**src/rtl/kbc_pkg.sv**
```systemverilog
package kbc_pkg;

  // control register bit positions
  localparam int unsigned CT_ENABLE  = 0;
  localparam int unsigned CT_EMU     = 1;
  localparam int unsigned CT_CHPEND  = 2;
  localparam int unsigned CT_IRQEN   = 3;
  localparam int unsigned CT_A20     = 8;

  // status byte bit positions
  localparam int unsigned ST_OBF     = 0;
  localparam int unsigned ST_IBF     = 1;
  localparam int unsigned ST_CMD     = 3;
  localparam int unsigned ST_AUX     = 5;

  // decoded legacy events, at most one per cycle
  typedef struct packed {
    logic wr_data;
    logic wr_cmd;
    logic rd_data;
    logic rd_stat;
  } io_ev_t;

  function automatic logic emu_condition(input logic en, input logic ibf,
                                         input logic chpend, input logic obf);
    return (en & ibf) | (chpend & ~obf);
  endfunction

  // returns {irq12, irq1}
  function automatic logic [1:0] irq_route(input logic irqen, input logic obf,
                                           input logic aux);
    logic fire;
    fire = irqen & obf;
    return {fire & aux, fire & ~aux};
  endfunction

endpackage

```
**src/rtl/kbc_io_decode.sv**
```systemverilog
module kbc_io_decode
  import kbc_pkg::*;
#(
  parameter int unsigned IO_AW     = 16,
  parameter logic [IO_AW-1:0] DATA_PORT = 'h60,
  parameter logic [IO_AW-1:0] CMD_PORT  = 'h64
) (
  input  logic             io_valid,
  input  logic             io_write,
  input  logic [IO_AW-1:0] io_addr,
  input  logic             emu_en,
  output io_ev_t           ev,
  output logic             hit
);

  logic at_data, at_cmd, live;

  assign at_data = (io_addr == DATA_PORT);
  assign at_cmd  = (io_addr == CMD_PORT);
  assign live    = io_valid & emu_en;

  always_comb begin
    ev.wr_data = live &  io_write & at_data;
    ev.wr_cmd  = live &  io_write & at_cmd;
    ev.rd_data = live & ~io_write & at_data;
    ev.rd_stat = live & ~io_write & at_cmd;
  end

  assign hit = live & (at_data | at_cmd);

  always_comb begin
    assert_one_event_R2: assert ($onehot0(ev));
  end

endmodule

```
**src/rtl/kbc_a20_gate.sv**
```systemverilog
module kbc_a20_gate
  import kbc_pkg::*;
#(
  parameter logic [7:0] ARM_CODE = 8'hD1
) (
  input  logic       clk,
  input  logic       rst_n,
  input  io_ev_t     ev,
  input  logic [7:0] io_wdata,
  output logic       a20_wr,
  output logic       armed
);

  logic arm_hit;

  assign arm_hit = ev.wr_cmd & (io_wdata == ARM_CODE);
  assign a20_wr  = armed & ev.wr_data;

  always_ff @(posedge clk) begin
    if (!rst_n)          armed <= 1'b0;
    else if (ev.wr_cmd)  armed <= arm_hit;
    else if (ev.wr_data) armed <= 1'b0;
  end

  assert_arm_on_code_R10: assert property (@(posedge clk) disable iff (!rst_n)
    arm_hit |=> armed);
  assert_disarm_after_data_R10: assert property (@(posedge clk) disable iff (!rst_n)
    ev.wr_data |=> !armed);

endmodule

```
**src/rtl/kbc_regfile.sv**
```systemverilog
module kbc_regfile
  import kbc_pkg::*;
#(
  parameter int unsigned RA_W     = 12,
  parameter logic [RA_W-1:0] OFF_CTRL = 'h100,
  parameter logic [RA_W-1:0] OFF_IN   = 'h104,
  parameter logic [RA_W-1:0] OFF_OUT  = 'h108,
  parameter logic [RA_W-1:0] OFF_STAT = 'h10C
) (
  input  logic            clk,
  input  logic            rst_n,
  input  logic            reg_valid,
  input  logic            reg_write,
  input  logic [RA_W-1:0] reg_addr,
  input  logic [31:0]     reg_wdata,
  output logic [31:0]     reg_rdata,
  input  io_ev_t          ev,
  input  logic [7:0]      io_wdata,
  input  logic            a20_wr,
  input  logic            emu_irq,
  output logic            emu_en,
  output logic            chpend,
  output logic            irq_en,
  output logic            a20_q,
  output logic [7:0]      st_q,
  output logic [7:0]      out_q
);

  logic [7:0] in_q;
  logic [7:0] st_next;
  logic       sw_wr_ctrl, sw_wr_in, sw_wr_out, sw_wr_st, sw_rd;
  logic       hw_wr;

  assign sw_wr_ctrl = reg_valid & reg_write & (reg_addr == OFF_CTRL);
  assign sw_wr_in   = reg_valid & reg_write & (reg_addr == OFF_IN);
  assign sw_wr_out  = reg_valid & reg_write & (reg_addr == OFF_OUT);
  assign sw_wr_st   = reg_valid & reg_write & (reg_addr == OFF_STAT);
  assign sw_rd      = reg_valid & ~reg_write;
  assign hw_wr      = ev.wr_data | ev.wr_cmd;

  // software first, hardware last so legacy updates win
  always_comb begin
    st_next = st_q;
    if (sw_wr_st)         st_next = reg_wdata[7:0];
    if (ev.wr_data)       st_next[ST_CMD] = 1'b0;
    if (ev.wr_cmd)        st_next[ST_CMD] = 1'b1;
    if (hw_wr && !a20_wr) st_next[ST_IBF] = 1'b1;
    if (ev.rd_data)       st_next[ST_OBF] = 1'b0;
  end

  always_ff @(posedge clk) begin
    if (!rst_n) begin
      emu_en <= 1'b0;
      chpend <= 1'b0;
      irq_en <= 1'b0;
      a20_q  <= 1'b0;
      in_q   <= '0;
      out_q  <= '0;
      st_q   <= '0;
    end else begin
      if (sw_wr_ctrl) begin
        emu_en <= reg_wdata[CT_ENABLE];
        chpend <= reg_wdata[CT_CHPEND];
        irq_en <= reg_wdata[CT_IRQEN];
        a20_q  <= reg_wdata[CT_A20];
      end
      if (a20_wr)    a20_q <= io_wdata[1];
      if (sw_wr_in)  in_q  <= reg_wdata[7:0];
      if (hw_wr)     in_q  <= io_wdata;
      if (sw_wr_out) out_q <= reg_wdata[7:0];
      st_q <= st_next;
    end
  end

  always_comb begin
    reg_rdata = '0;
    if (sw_rd) begin
      unique case (reg_addr)
        OFF_CTRL: begin
          reg_rdata[CT_ENABLE] = emu_en;
          reg_rdata[CT_EMU]    = emu_irq;
          reg_rdata[CT_CHPEND] = chpend;
          reg_rdata[CT_IRQEN]  = irq_en;
          reg_rdata[CT_A20]    = a20_q;
        end
        OFF_IN:   reg_rdata[7:0] = in_q;
        OFF_OUT:  reg_rdata[7:0] = out_q;
        OFF_STAT: reg_rdata[7:0] = st_q;
        default:  reg_rdata = '0;
      endcase
    end
  end

  assert_latch_byte_R3: assert property (@(posedge clk) disable iff (!rst_n)
    hw_wr |=> in_q == $past(io_wdata));
  assert_cmd_clear_R4: assert property (@(posedge clk) disable iff (!rst_n)
    ev.wr_data |=> !st_q[ST_CMD]);
  assert_cmd_set_R4: assert property (@(posedge clk) disable iff (!rst_n)
    ev.wr_cmd |=> st_q[ST_CMD]);
  assert_ibf_set_R5: assert property (@(posedge clk) disable iff (!rst_n)
    (hw_wr && !a20_wr) |=> st_q[ST_IBF]);
  assert_a20_keeps_ibf_R10: assert property (@(posedge clk) disable iff (!rst_n)
    (a20_wr && !st_q[ST_IBF] && !sw_wr_st) |=> !st_q[ST_IBF]);
  assert_read_clears_obf_R6: assert property (@(posedge clk) disable iff (!rst_n)
    ev.rd_data |=> !st_q[ST_OBF]);
  assert_disabled_quiet_R2: assert property (@(posedge clk) disable iff (!rst_n)
    (!emu_en && !sw_wr_st) |=> $stable(st_q));

endmodule

```
**src/rtl/kbc_emu_top.sv**
```systemverilog
module kbc_emu_top
  import kbc_pkg::*;
#(
  parameter int unsigned IO_AW = 16,
  parameter int unsigned RA_W  = 12
) (
  input  logic             clk,
  input  logic             rst_n,
  input  logic             io_valid,
  input  logic             io_write,
  input  logic [IO_AW-1:0] io_addr,
  input  logic [7:0]       io_wdata,
  output logic [7:0]       io_rdata,
  output logic             io_hit,
  input  logic             reg_valid,
  input  logic             reg_write,
  input  logic [RA_W-1:0]  reg_addr,
  input  logic [31:0]      reg_wdata,
  output logic [31:0]      reg_rdata,
  output logic             irq1,
  output logic             irq12,
  output logic             emu_irq,
  output logic             a20_out
);

  io_ev_t     ev;
  logic       emu_en, chpend, irq_en, a20_q;
  logic       a20_wr, a20_armed;
  logic [7:0] st_q, out_q;
  logic [1:0] irq_pair;

  kbc_io_decode #(.IO_AW(IO_AW)) u_dec (
    .io_valid (io_valid),
    .io_write (io_write),
    .io_addr  (io_addr),
    .emu_en   (emu_en),
    .ev       (ev),
    .hit      (io_hit)
  );

  kbc_a20_gate u_a20 (
    .clk      (clk),
    .rst_n    (rst_n),
    .ev       (ev),
    .io_wdata (io_wdata),
    .a20_wr   (a20_wr),
    .armed    (a20_armed)
  );

  kbc_regfile #(.RA_W(RA_W)) u_regs (
    .clk       (clk),
    .rst_n     (rst_n),
    .reg_valid (reg_valid),
    .reg_write (reg_write),
    .reg_addr  (reg_addr),
    .reg_wdata (reg_wdata),
    .reg_rdata (reg_rdata),
    .ev        (ev),
    .io_wdata  (io_wdata),
    .a20_wr    (a20_wr),
    .emu_irq   (emu_irq),
    .emu_en    (emu_en),
    .chpend    (chpend),
    .irq_en    (irq_en),
    .a20_q     (a20_q),
    .st_q      (st_q),
    .out_q     (out_q)
  );

  assign irq_pair = irq_route(irq_en, st_q[ST_OBF], st_q[ST_AUX]);
  assign irq12    = irq_pair[1];
  assign irq1     = irq_pair[0];
  assign emu_irq  = emu_condition(emu_en, st_q[ST_IBF], chpend, st_q[ST_OBF]);
  assign a20_out  = a20_q;

  always_comb begin
    io_rdata = '0;
    if (ev.rd_data) io_rdata = out_q;
    if (ev.rd_stat) io_rdata = st_q;
  end

  assert_irq_exclusive_R7: assert property (@(posedge clk) disable iff (!rst_n)
    !(irq1 && irq12));
  assert_irq_needs_obf_R7: assert property (@(posedge clk) disable iff (!rst_n)
    (irq1 || irq12) |-> (st_q[ST_OBF] && irq_en));
  assert_stat_read_no_change_R6: assert property (@(posedge clk) disable iff (!rst_n)
    (ev.rd_stat && !(reg_valid && reg_write)) |=> $stable(st_q));

endmodule

```
**config.mk**
```make
export PLATFORM = sky130hd
export DESIGN_NAME = kbc_emu_top
export DESIGN_NICKNAME = d
export VERILOG_FILES = /design/src/rtl/kbc_pkg.sv /design/src/rtl/kbc_io_decode.sv /design/src/rtl/kbc_a20_gate.sv /design/src/rtl/kbc_regfile.sv /design/src/rtl/kbc_emu_top.sv
export SDC_FILE = /design/constraint.sdc
export NUM_CORES = 1
export LEC_CHECK = 0
export BUFFER_PORTS_ARGS = -buffer_cell sky130_fd_sc_hd__buf_4
export CAP_MARGIN = 20
export CORE_MARGIN = 2
export CORE_UTILIZATION = 44
export DETAILED_ROUTE_END_ITERATION = 16
export HOLD_SLACK_MARGIN = 0.08
export PLACE_DENSITY = 0.91
export SLEW_MARGIN = 20
export SYNTH_ARGS = -nofsm -noshare
export SYNTH_HDL_FRONTEND = slang
export SYNTH_SLANG_ARGS = --single-unit
```
**constraint.sdc**
```tcl
create_clock -name clk -period 2.3 [get_ports clk]
set_input_delay 0.115 -clock clk [delete_from_list [all_inputs] [get_ports clk]]
set_output_delay 0.115 -clock clk [all_outputs]
set_load 0.01 [all_outputs]
```
# Word level (Yosys, flattened, before mapping)
# Cells that the tools add are included.
[op_classes]
reduce_logical = 8
muxes = 16
bitwise = 29
eq_ne = 7
[ops]
columns = ["op", "count"]
rows = [
  ["12-bit by 9-bit equality test with 1-bit output (second input constant)", 4],
  ["16-bit by 7-bit equality test with 1-bit output (second input constant)", 2],
  ["8-bit 2-to-1 mux", 4],
  ["1-bit AND", 21],
  ["4-bit case mux with 4 select lines", 1],
  ["4-bit case mux with 3 select lines", 1],
  ["9-bit 2-to-1 mux", 1],
  ["8-bit equality test (second input constant)", 1],
  ["1-bit 2-to-1 mux", 8],
  ["2-bit nonzero test", 4],
  ["1-bit NOT", 5],
  ["4-bit 2-to-1 mux", 1],
  ["1-bit OR", 3],
  ["3-bit nonzero test", 1],
  ["2-bit OR reduction", 1],
  ["1-bit logical AND", 1],
  ["1-bit zero test", 1],
]
[word_totals]
register_bits = 29
out_inout_bits = 45
inputBits = 74
wordCells = 71

# Logic depth before layout (Yosys ltp)
# Gate-level depths: netlist of run 1.
[depth]
depth_word = 7
depth_mapped = 5

# Cells and area by module
# From an unflattened synthesis of run 1, not the netlist that was laid out.
[hier_totals]
cells_unflattened = 215
hier_area_um2 = 1963.1
[by_module_without_submodules]
columns = ["module", "seq_area_each_um2", "cells_each", "instances", "area_each_um2"]
rows = [
  ["kbc_regfile", 560.5, 176, 1, 1664.1],
  ["kbc_emu_top", 0.0, 20, 1, 128.9],
  ["kbc_io_decode", 0.0, 13, 1, 98.8],
  ["kbc_a20_gate", 20.0, 6, 1, 71.3],
]

# Worst setup path after synthesis of run 1
# OpenSTA, ideal clock, no wires.
[synth_path]
path_type = "input -> register"
start = "input port io_addr[9]"
end = "register u_a20.armed"
t_required_ns = 2.230
arrival_ns = 1.836
slack_ns = 0.394
cell_stages = 4
path_cell_list = "or4_4 or4b_4 or4_1 a21boi_1"
[synth_via]
elab_chain_len = 4
elab_cells_between_ends = 7
cone_classes = "2 x eq/ne; 1 x mux; 3 x bitwise; 1 x reduce/logical"
[synth_lines]
columns = ["item", "line_no", "source"]
rows = [
  ["from (decl)", "kbc_emu_top.sv:11", "input logic [IO_AW-1:0] io_addr,"],
  ["16-bit by 7-bit equality test with 1-bit output", "kbc_io_decode.sv:19", "assign at_cmd = (io_addr == CMD_PORT);"],
  ["1-bit AND", "kbc_io_decode.sv:24", "ev.wr_cmd = live & io_write & at_cmd;"],
  ["1-bit AND", "kbc_a20_gate.sv:16", "assign arm_hit = ev.wr_cmd & (io_wdata == ARM_CODE);"],
  ["1-bit 2-to-1 mux", "kbc_a20_gate.sv:21", "else if (ev.wr_cmd) armed <= arm_hit;"],
  ["to (signal assigned)", "kbc_a20_gate.sv:21", ""],
  ["to (decl)", "kbc_a20_gate.sv:11", "output logic armed"],
]
# Several ways; a longest one is shown, not always the timed one.
# A chain may end at the register's enable or synchronous reset.

# Worst setup path after layout of run 1
[layout_path]
start = "input port io_addr[4]"
end = "output port io_rdata[1]"
[layout_via]
elab_chain_len = 4
elab_cells_between_ends = 6
cone_classes = "2 x eq/ne; 2 x mux; 2 x bitwise"
[layout_lines]
columns = ["item", "line_no", "source"]
rows = [
  ["16-bit by 7-bit equality test with 1-bit output", "kbc_io_decode.sv:18", "assign at_data = (io_addr == DATA_PORT);"],
  ["1-bit AND", "kbc_io_decode.sv:25", "ev.rd_data = live & ~io_write & at_data;"],
  ["8-bit 2-to-1 mux", "kbc_emu_top.sv:78", "if (ev.rd_data) io_rdata = out_q;"],
  ["8-bit 2-to-1 mux *", "kbc_emu_top.sv:79", "if (ev.rd_stat) io_rdata = st_q;"],
  ["to (decl)", "kbc_emu_top.sv:13", "output logic [7:0] io_rdata,"],
]
# Mark *: on every way between the ends. The rest lies on a longest branch, timed or not.

==> results of run 1 <==
power by group:
group          leakage (nW)  internal [mW]  switching [mW]
sequential            0.233          0.502       0.0000210
clock                0.0542          0.270           0.195
combinational         0.879         0.0782          0.0730
total                  1.17          0.850           0.268
cell families (layout without fill, tap and decap cells):
family                 count (synthesis)  in the layout
and+or+nand+nor                       80             80
muxes                                 40             40
buffers and inverters                 34             88
AOI/OAI and AO/OA                     33             33
DFF                                   29             29
other                                  1             23
final cells by class:
| type | count | area share [%] |
|---|---|---|
| clock buffer | 7 | 3.69 |
| clock inverter | 1 | 0.192 |
| inverter | 1 | 0.144 |
| multi-input combinational | 176 | 48.5 |
| sequential | 29 | 22.2 |
| tap | 52 | 2.49 |
| timing repair buffer | 79 | 22.7 |
registers in the layout, indices dropped and copies added (netlist names):
name / count
u_regs.out_q: 8
u_regs.irq_en: 1
u_regs.chpend: 1
u_a20.armed: 1
u_regs.in_q: 8
u_regs.a20_q: 1
u_regs.emu_en: 1
u_regs.st_q: 8
metal layers:
metal / routed length [µm] / vias up
met1: 2130 / 852
met4: 125 / 0
met5: 0 / -
met3: 408 / 11
li1: - / 903
met2: 2450 / 97
worst paths after layout:
path | to | cells after the start | slack (ns) | from
worst max-delay path | io_rdata[1] | 7 | 0.21 | io_addr[4]
worst max register to register | u_regs.in_q[2]$_SDFFE_PN0P_ | 5 | 0.43 | u_regs.emu_en$_SDFFE_PN0P_
worst min-delay path | u_regs.st_q[7]$_SDFFE_PN0P_ | 3 | 0.1 | reg_wdata[7]
worst min register to register | u_a20.armed$_SDFFE_PN0P_ | 2 | 0.48 | u_a20.armed$_SDFFE_PN0P_
worst reg2reg max path, delay by kind of cell (launching register included):
family	cells	cell delay, ns
AOI/OAI and AO/OA	2	0.42
buffers and inverters	1	0.19
DFF	1	0.40
and+or+nand+nor	2	0.74
cells in the mapped netlist (2+ instances only):
cell type   n
o21ai_0     4
nand3b_1    2
o31ai_1     9
a21oi_1    12
nand2b_1    2
nand2_1     6
clkbuf_1    9
mux2i_1    35
nand4_1     5
and4b_1     2
a22oi_1     2
mux4_2      4
a21o_1      2
nor2b_1    24
nor4b_1     2
or4b_2      2
and4_1      2
buf_4      23
nor2_1     13
dfxtp_1    29
nand3_1     6
through the flow:
step / worst slack, ns / utilization (%) / cells
finish: 0.211 / 59.9 / 345
global placement: 0.257 / 57.6 / 337
global route: 0.102 / 59.9 / 345
floorplan: 0.394 / - / 239
CTS: 0.221 / 59.9 / 345
detailed placement: 0.223 / 57.6 / 337
==> key figures, run 1 <==
Yosys
  • Sequential-to-total area share from yosys stat: 29.3%
  • Synthesis Warnings: 0
  • Syn Area/Cell: 9.12 µm²
  • Area contributors post-synth: dfxtp_1 29%, mux2i_1 18%, buf_4 8.7%
  • Library cells used by synthesis: 43
  • Post-synth EDFFs: 0
  • Synth Flop Type: dfxtp_1
  • Yosys reg bits: 29
  • Simple-gate share of the synthesized area: 26.1%
  • Adder-Cell Fraction of Synth Area: 0%
  • Synth Area in Compound Gates: 10.7%
  • Syn Std Cell Area: 1980 µm²
  • Yosys top cell by area: dfxtp_1
  • Mux contribution to synthesized area: 22.8%
  • Largest family of logic cells by synthesized area: simple AND/OR/NAND/NOR gates
  • Synth Instances: 217
  • Area share of the largest cell type after synthesis: 29.3%
  • Async set-reset flop share out of synthesis: 0%
  • Post-synthesis xor/xnor area fraction: 0%

Layout
  • Commonest non-fill, non-tap cell in the layout: buf_4
  • Sequential cell area: 581 µm²
  • Cell area after layout: 2610 µm²
  • Multi-input logic area: 1270 µm²
  • Most frequent cells in the layout: 79 x buf_4, 35 x mux2i_1, 29 x dfxtp_1
  • N_diodes: 0
  • Filler cell count in the final layout: 369
  • Area growth, synth to finish: 31.9%
  • Layout cells sized above 1: 33.8%
  • Post-layout nets: 366

Global route
  • GR Util met1: 24.0%
  • Initial antenna violation count: 0
  • Largest net degree at the start of global routing: 30
  • Busiest grt layer: met2
  • Gr ovfl total: 0
  • M3 GR Usage: 4.84%
  • First-pass GRT wire length: 8.26 mm
  • Vias in the first global route: 1802
  • Met2 GRT Util: 36.9%
  • GRT Util Overall: 20.8%

Worst setup path
  • Crit-path most repeated cell: buf_4
  • Crit path DAT: 1.97 ns
  • Startpoint types: input port
  • CP Data Required Time: 2.18 ns
  • WP buf/inv: 3
  • Worst-path cell chain: buf_4, or4b_2, nor4_1, nand3b_1, buf_4, nor2_1, buf_4
  • Slowest cell on crit path: or4b_2
  • Setup CP Type: in2out
  • Max Fanout on Critical Path: 9
  • CP delay by family, top: simple AND/OR/NAND/NOR gates
  • CP Capture Type: primary output
  • Crit path largest cell delay: 0.68 ns

Place
  • Post-placement cell area: 2510 µm²
  • Detailed placer's ending HPWL: 3.97 mm
  • Gp weighted congestion: 0.813
  • PortBufs: 72

Die
  • Die span in x: 71.1 µm
  • Die height: 71.1 µm
  • Die ar.: 5050 µm²
  • CORE AREA: 4350 µm²
  • Ports: 119
  • Initial Util: 45.4%
  • FP Rows: 24

Power and ir drop
  • Worst vdd ir: 0.000302 V
  • Final total power: 1.12 mW
  • Power density over cell area: 428 nW/µm²
  • Leakage: 1.17 nW

CTS
  • Root Buffer: clkbuf_8
  • CTS resizes: 0
  • CTS tree: yes
  • Insertion delay to the later sink of the worst-skew pair: 0.29 ns
  • Setup bufs post-CTS: 0
  • Clock Sinks: 29
  • Hold_buf cts: 0
  • Num CTS Buffers: 5
  • Clk buf depth: 2
  • CTS H-Tree Depth: 2
  • Clock-pin transition on the worst setup and hold timing paths: 0.06 ns

STA
  • Slew HR: 65.4%
  • Slew @ Worst Pin: 0.520 ns
  • Final Hold Fails: 0
  • RSZ-0062 raised after global routing: no
  • Setup-failing EPs final: 0
  • Clk_skew: 0.00507 ns
  • Max Freq: 479 MHz
  • Pins Over Slew Limit: 0
  • Fin crit share: 90.8%
  • Final TNS setup: 0 ns
  • WHS: 0.0998 ns
  • Min Clock Period, post-route: 2.09 ns

Job
  • Number of max-cap violations: 0

Drt
  • Residual DRC: 0
  • Via count: 1863
  • Routed wire length: 5.11 mm
  • Drt via density: 5.40
  • DR pass1 iterations: 4
  • Post-DRT Antenna Nets: 0
  • Routed WL per cell: 14.8 µm
  • DR iter-0 viols: 105

Run status
  • Status: completed

Hold path
  • HP Class: in2reg
Note: power is estimated with default switching activity, not from simulation.
==> inputs of run 2 (changes only) <==
CORE_MARGIN = 3   (was 2)
clock period = 2.4 ns   (was 2.3 ns; I/O delays follow)
==> key figures, run 2 (synthesized netlist as in run 1, its figures left out) <==
STA
  • Max Freq: 481 MHz
  • Final Hold Fails: 0
  • Clk_skew: 0.00884 ns
  • Final critical-path setup slack: 0.322 ns
  • RSZ-0062 raised after global routing: no
  • Setup-failing EPs final: 0
  • Pins Over Slew Limit: 0
  • Min Clock Period, post-route: 2.08 ns
  • Final TNS setup: 0 ns
  • Slew HR: 64.6%
  • Fin crit share: 86.6%
  • Slew @ Worst Pin: 0.531 ns

Drt
  • DR pass1 iterations: 4
  • Routed WL per cell: 15.6 µm
  • Drt via density: 5.53
  • Post-DRT Antenna Nets: 0
  • Residual DRC: 0
  • Routed wire length: 5.34 mm
  • Via count: 1887
  • DR iter-0 viols: 51

Worst setup path
  • Crit path DAT: 1.96 ns
  • Crit path largest cell delay: 0.68 ns
  • Worst-path cell chain: buf_4, or4b_2, nor4_1, nand3b_1, buf_4, nor2_1, buf_4
  • Slowest cell on crit path: or4b_2
  • Max Fanout on Critical Path: 9
  • Crit-path most repeated cell: buf_4
  • CP Data Required Time: 2.28 ns
  • Setup CP Type: in2out
  • CP Capture Type: primary output
  • Startpoint types: input port

Global route
  • Largest net degree at the start of global routing: 30
  • Vias in the first global route: 1762
  • First-pass GRT wire length: 8.15 mm
  • Initial antenna violation count: 0
  • GRT Util Overall: 20.0%
  • Gr ovfl total: 0

Layout
  • Fin util: 61.8%
  • Area growth, synth to finish: 30.3%
  • N_diodes: 0
  • Commonest non-fill, non-tap cell in the layout: buf_4
  • Layout cells sized above 1: 33.3%
  • Top Registers: u_regs.in_q (8), u_regs.out_q (8), u_regs.st_q (8)
  • Filler cell count in the final layout: 387
  • Most frequent cells in the layout: 77 x buf_4, 35 x mux2i_1, 29 x dfxtp_1
  • Post-layout nets: 364
  • Final non-filler cell total: 341

CTS
  • Clock Sinks: 29
  • Clk buf depth: 2
  • Clock-pin transition on the worst setup and hold timing paths: 0.06 ns
  • Root Buffer: clkbuf_8
  • Setup bufs post-CTS: 0
  • CTS tree: yes
  • Hold_buf cts: 0
  • CTS H-Tree Depth: 2
  • Insertion delay to the later sink of the worst-skew pair: 0.29 ns
  • CTS resizes: 0
  • Num CTS Buffers: 5

Die
  • Die ar.: 5340 µm²
  • Die span in x: 73.1 µm
  • FP Rows: 23
  • CORE AREA: 4170 µm²
  • Initial Util: 47.4%
  • Ports: 119
  • Die height: 73.1 µm

Hold path
  • HP Class: in2reg

Power and ir drop
  • Leakage: 1.15 nW
  • Power density over cell area: 396 nW/µm²
  • Worst vdd ir: 0.000261 V

Place
  • Gp weighted congestion: 0.830
  • Dpl cells: 333
  • Pre-CTS setup slack: 0.224 ns
  • Detailed placer's ending HPWL: 4.16 mm
  • PortBufs: 72

Job
  • Number of max-cap violations: 0

Run status
  • Status: completed
==> run 2: layout make-up <==
cell class	instances	area, µm²	area share (%)
multi-input combinational	176	1270	49.1
sequential	29	581	22.5
timing repair buffer	77	578	22.4
clock buffer	5	68.8	2.67
tap	50	62.6	2.43
clock inverter	3	17.5	0.680
inverter	1	3.75	0.146
==> run 2: worst paths after layout <==
check | startpoint | end | slack [ns] | depth (start not counted)
worst max-delay path | io_addr[4] | io_rdata[0] | 0.32 | 7
worst min-delay path | reg_wdata[8] | u_regs.a20_q$_SDFFE_PN0P_ | 0.1 | 3
worst max register to register | u_regs.emu_en$_SDFFE_PN0P_ | u_a20.armed$_SDFFE_PN0P_ | 0.44 | 4
worst min register to register | u_a20.armed$_SDFFE_PN0P_ | u_a20.armed$_SDFFE_PN0P_ | 0.49 | 2
==> run 2: per-stage QoR <==
| stage | area [µm²] | hold WS, ns | power, mW |
|---|---|---|---|
| after floorplan | 2060 | 0.281 | 0.579 |
| after detailed placement | 2490 | 0.396 | 0.635 |
| after CTS | 2580 | 0.0924 | 1.03 |
| after global routing | 2580 | 0.104 | 1.06 |
| final | 2580 | 0.0986 | 1.02 |
| after global placement | 2490 | 0.391 | 0.632 |
==> run 2: worst max-delay path, delay by kind of cell <==
kind	cells	cell delay, ns
simple gates	4	1.39
buf+inv	3	0.44
==> run 2: power by group <==
group          leakage [nW]  switching [mW]  internal, mW  total [mW]
logic                 0.868          0.0709        0.0740       0.145
clock network        0.0439           0.195         0.199       0.395
registers             0.233       0.0000201         0.481       0.481
==> run 2: per-layer routing <==
layer	wire (µm)	part of all wire, %	track usage (%)	vias up
met3	496	9.3	5.65	10
met1	2080	39	22.7	893
met5	0	0	0	-
met4	94	1.8	8.20	0
met2	2660	50	35.0	90
li1	-	-	-	894
==> inputs of run 3 (changes only) <==
ABC_AREA = 1   (was unset)
CORE_UTILIZATION = 45   (was 44)
==> key figures, run 3 <==
Layout
  • Filler cell count in the final layout: 426
  • Commonest non-fill, non-tap cell in the layout: buf_4
  • Cell area after layout: 2650 µm²
  • Layout cells sized above 1: 23.9%
  • Post-layout nets: 479
  • Area growth, synth to finish: 26.0%
  • Most frequent cells in the layout: 73 x buf_4, 60 x nand2_1, 44 x inv_1
  • N_diodes: 0
  • Top Registers: u_regs.in_q (8), u_regs.out_q (8), u_regs.st_q (8)

Worst setup path
  • Startpoint types: flop
  • WP buf/inv: 1
  • Slowest cell on crit path: dfxtp_1
  • CP Capture Type: primary output
  • Worst-path cell chain: nand2_1, nor2_1, nand3_1, o22ai_1, buf_4
  • Max Fanout on Critical Path: 8
  • Crit path largest cell delay: 0.36 ns
  • CP Data Required Time: 2.28 ns
  • CP delay by family, top: simple AND/OR/NAND/NOR gates
  • Crit path DAT: 1.74 ns
  • Setup CP Type: reg2out
  • Reg2reg setup slack: 0.87 ns

Drt
  • Drt via density: 5.26
  • Residual DRC: 0
  • Routed WL per cell: 13.3 µm
  • Routed wire length: 6.08 mm
  • Via count: 2411
  • DR pass1 iterations: 5
  • Post-DRT Antenna Nets: 0
  • DR iter-0 viols: 272

Power and ir drop
  • Power density over cell area: 379 nW/µm²
  • Internal: 750 µW
  • Logic pwr share: 13.5%
  • Leakage: 1.22 nW
  • Worst vdd ir: 0.000200 V
  • Sw frac: 25.5%
  • Final total power: 1.01 mW
  • Switching pwr: 256 µW
  • Clock power share: 38.7%
  • Register share of total power: 47.8%

Yosys
  • Yosys reg bits: 29
  • Area contributors post-synth: dfxtp_1 28%, nand2_1 11%, buf_4 8.9%
  • Library cells used by synthesis: 30
  • Area share of the largest cell type after synthesis: 27.6%
  • Sequential-to-total area share from yosys stat: 27.6%
  • Syn Std Cell Area: 2110 µm²
  • Top cells by count, synth: 60 x nand2_1, 44 x inv_1, 36 x nor2_1
  • Yosys top cell by area: dfxtp_1
  • Async set-reset flop share out of synthesis: 0%
  • Most common cell in the netlist: nand2_1
  • Synthesis Warnings: 0
  • Post-synth EDFFs: 0
  • Synth Instances: 334
  • Synth Flop Type: dfxtp_1
  • Syn Area/Cell: 6.31 µm²

CTS
  • Root Buffer: clkbuf_8
  • Hold_buf cts: 0
  • CTS H-Tree Depth: 2
  • Num CTS Buffers: 5
  • Setup bufs post-CTS: 0
  • CTS tree: yes
  • Clock-pin transition on the worst setup and hold timing paths: 0.06 ns
  • CTS resizes: 0
  • Clk buf depth: 2
  • Clock Sinks: 29
  • Insertion delay to the later sink of the worst-skew pair: 0.27 ns

Global route
  • GRT Util Overall: 21.5%
  • Gr ovfl total: 0
  • Vias in the first global route: 1987
  • Largest net degree at the start of global routing: 21
  • First-pass GRT wire length: 9.28 mm
  • Initial antenna violation count: 0

Die
  • Ports: 119
  • FP Rows: 24
  • Die height: 74.4 µm
  • CORE AREA: 4440 µm²
  • Initial Util: 47.4%
  • Die span in x: 74.4 µm
  • Die ar.: 5540 µm²

STA
  • Pins Over Slew Limit: 0
  • Final Hold Fails: 0
  • Min Clock Period, post-route: 1.86 ns
  • Max Freq: 537 MHz
  • Clk_skew: 0.00500 ns
  • Setup-failing EPs final: 0
  • RSZ-0062 raised after global routing: no
  • Fin crit share: 77.6%
  • Final TNS setup: 0 ns

Place
  • Post-placement cell area: 2570 µm²
  • PortBufs: 72
  • Detailed placer's ending HPWL: 4.69 mm
  • Gp weighted congestion: 0.909

Hold path
  • HP Class: in2reg

Job
  • Number of max-cap violations: 0

Run status
  • Status: completed
## run 3: cell types whose count changed in the layout (fill, tap and decap cells not counted), moves of 9 or more
cell	delta
nand2_1	+54
inv_1	+43
mux2i_1	-35
nor2b_1	-24
nor2_1	+23
nand3_1	+22
o21ai_0	+18
a21oi_1	+15
o22ai_1	+11
o31ai_1	-9
## run 3: power groups by stage
| stage | logic, mW | clock network [mW] | registers [mW] |
|---|---|---|---|
| after global placement | 0.131 | 0 | 0.492 |
| after floorplan | 0.0825 | 0 | 0.492 |
| final | 0.135 | 0.389 | 0.481 |
| after CTS | 0.133 | 0.389 | 0.481 |
| after detailed placement | 0.133 | 0 | 0.492 |
| after global routing | 0.149 | 0.411 | 0.481 |
## run 3: cell families (layout without fill, tap and decap cells)
family | after synthesis | in the layout | share of synthesized area, %
AND/OR/NAND/NOR | 160 | 160 | 36.2
buffers and inverters | 78 | 128 | 19.2
AO/OA/AOI/OAI | 66 | 66 | 16.9
flip-flops | 29 | 29 | 27.6
other | 1 | 23 | 0.178
## run 3: routing by layer
layer | wire [µm] | vias to the layer above | track usage [%]
met1 | 2470 | 1070 | 27.9
li1 | - | 1190 | -
met2 | 3030 | 141 | 37.0
met5 | 0 | - | 0
met4 | 56 | 0 | 5.14
met3 | 524 | 10 | 3.92
## run 3: worst paths after layout
path	end	depth (start not counted)	startpoint
worst min-delay path	u_regs.a20_q$_SDFFE_PN0P_	3	io_wdata[1]
worst max register to register	u_regs.st_q[3]$_SDFFE_PN0P_	7	u_regs.emu_en$_SDFFE_PN0P_
worst max-delay path	io_rdata[3]	5	u_regs.emu_en$_SDFFE_PN0P_
worst min register to register	u_a20.armed$_SDFFE_PN0P_	2	u_a20.armed$_SDFFE_PN0P_
## run 3: worst min-delay path, stage by stage
cell,delay [ns]
buf_4,0.10
nor2_1,0.04
nor2_1,0.08
## run 3: area by class of cell
class	instances	area, µm²	area share [%]
inverters	47	176	6.65
repair buffers	73	548	20.7
well taps	52	65.1	2.45
multi-input cells	249	1200	45.4
clock buffers	8	80.1	3.02
flip-flops and latches	29	581	21.9
## run 3: stage by stage
step	cells	utilization, %	setup slack (ns)	hold WS [ns]
4_1_cts	458	59.7	0.551	0.102
3_3_place_gp	450	57.9	0.809	0.383
6_report	458	59.7	0.537	0.105
5_1_grt	458	59.7	0.454	0.137
2_1_floorplan	356	-	1.15	0.255
3_5_place_dp	450	57.9	0.771	0.387
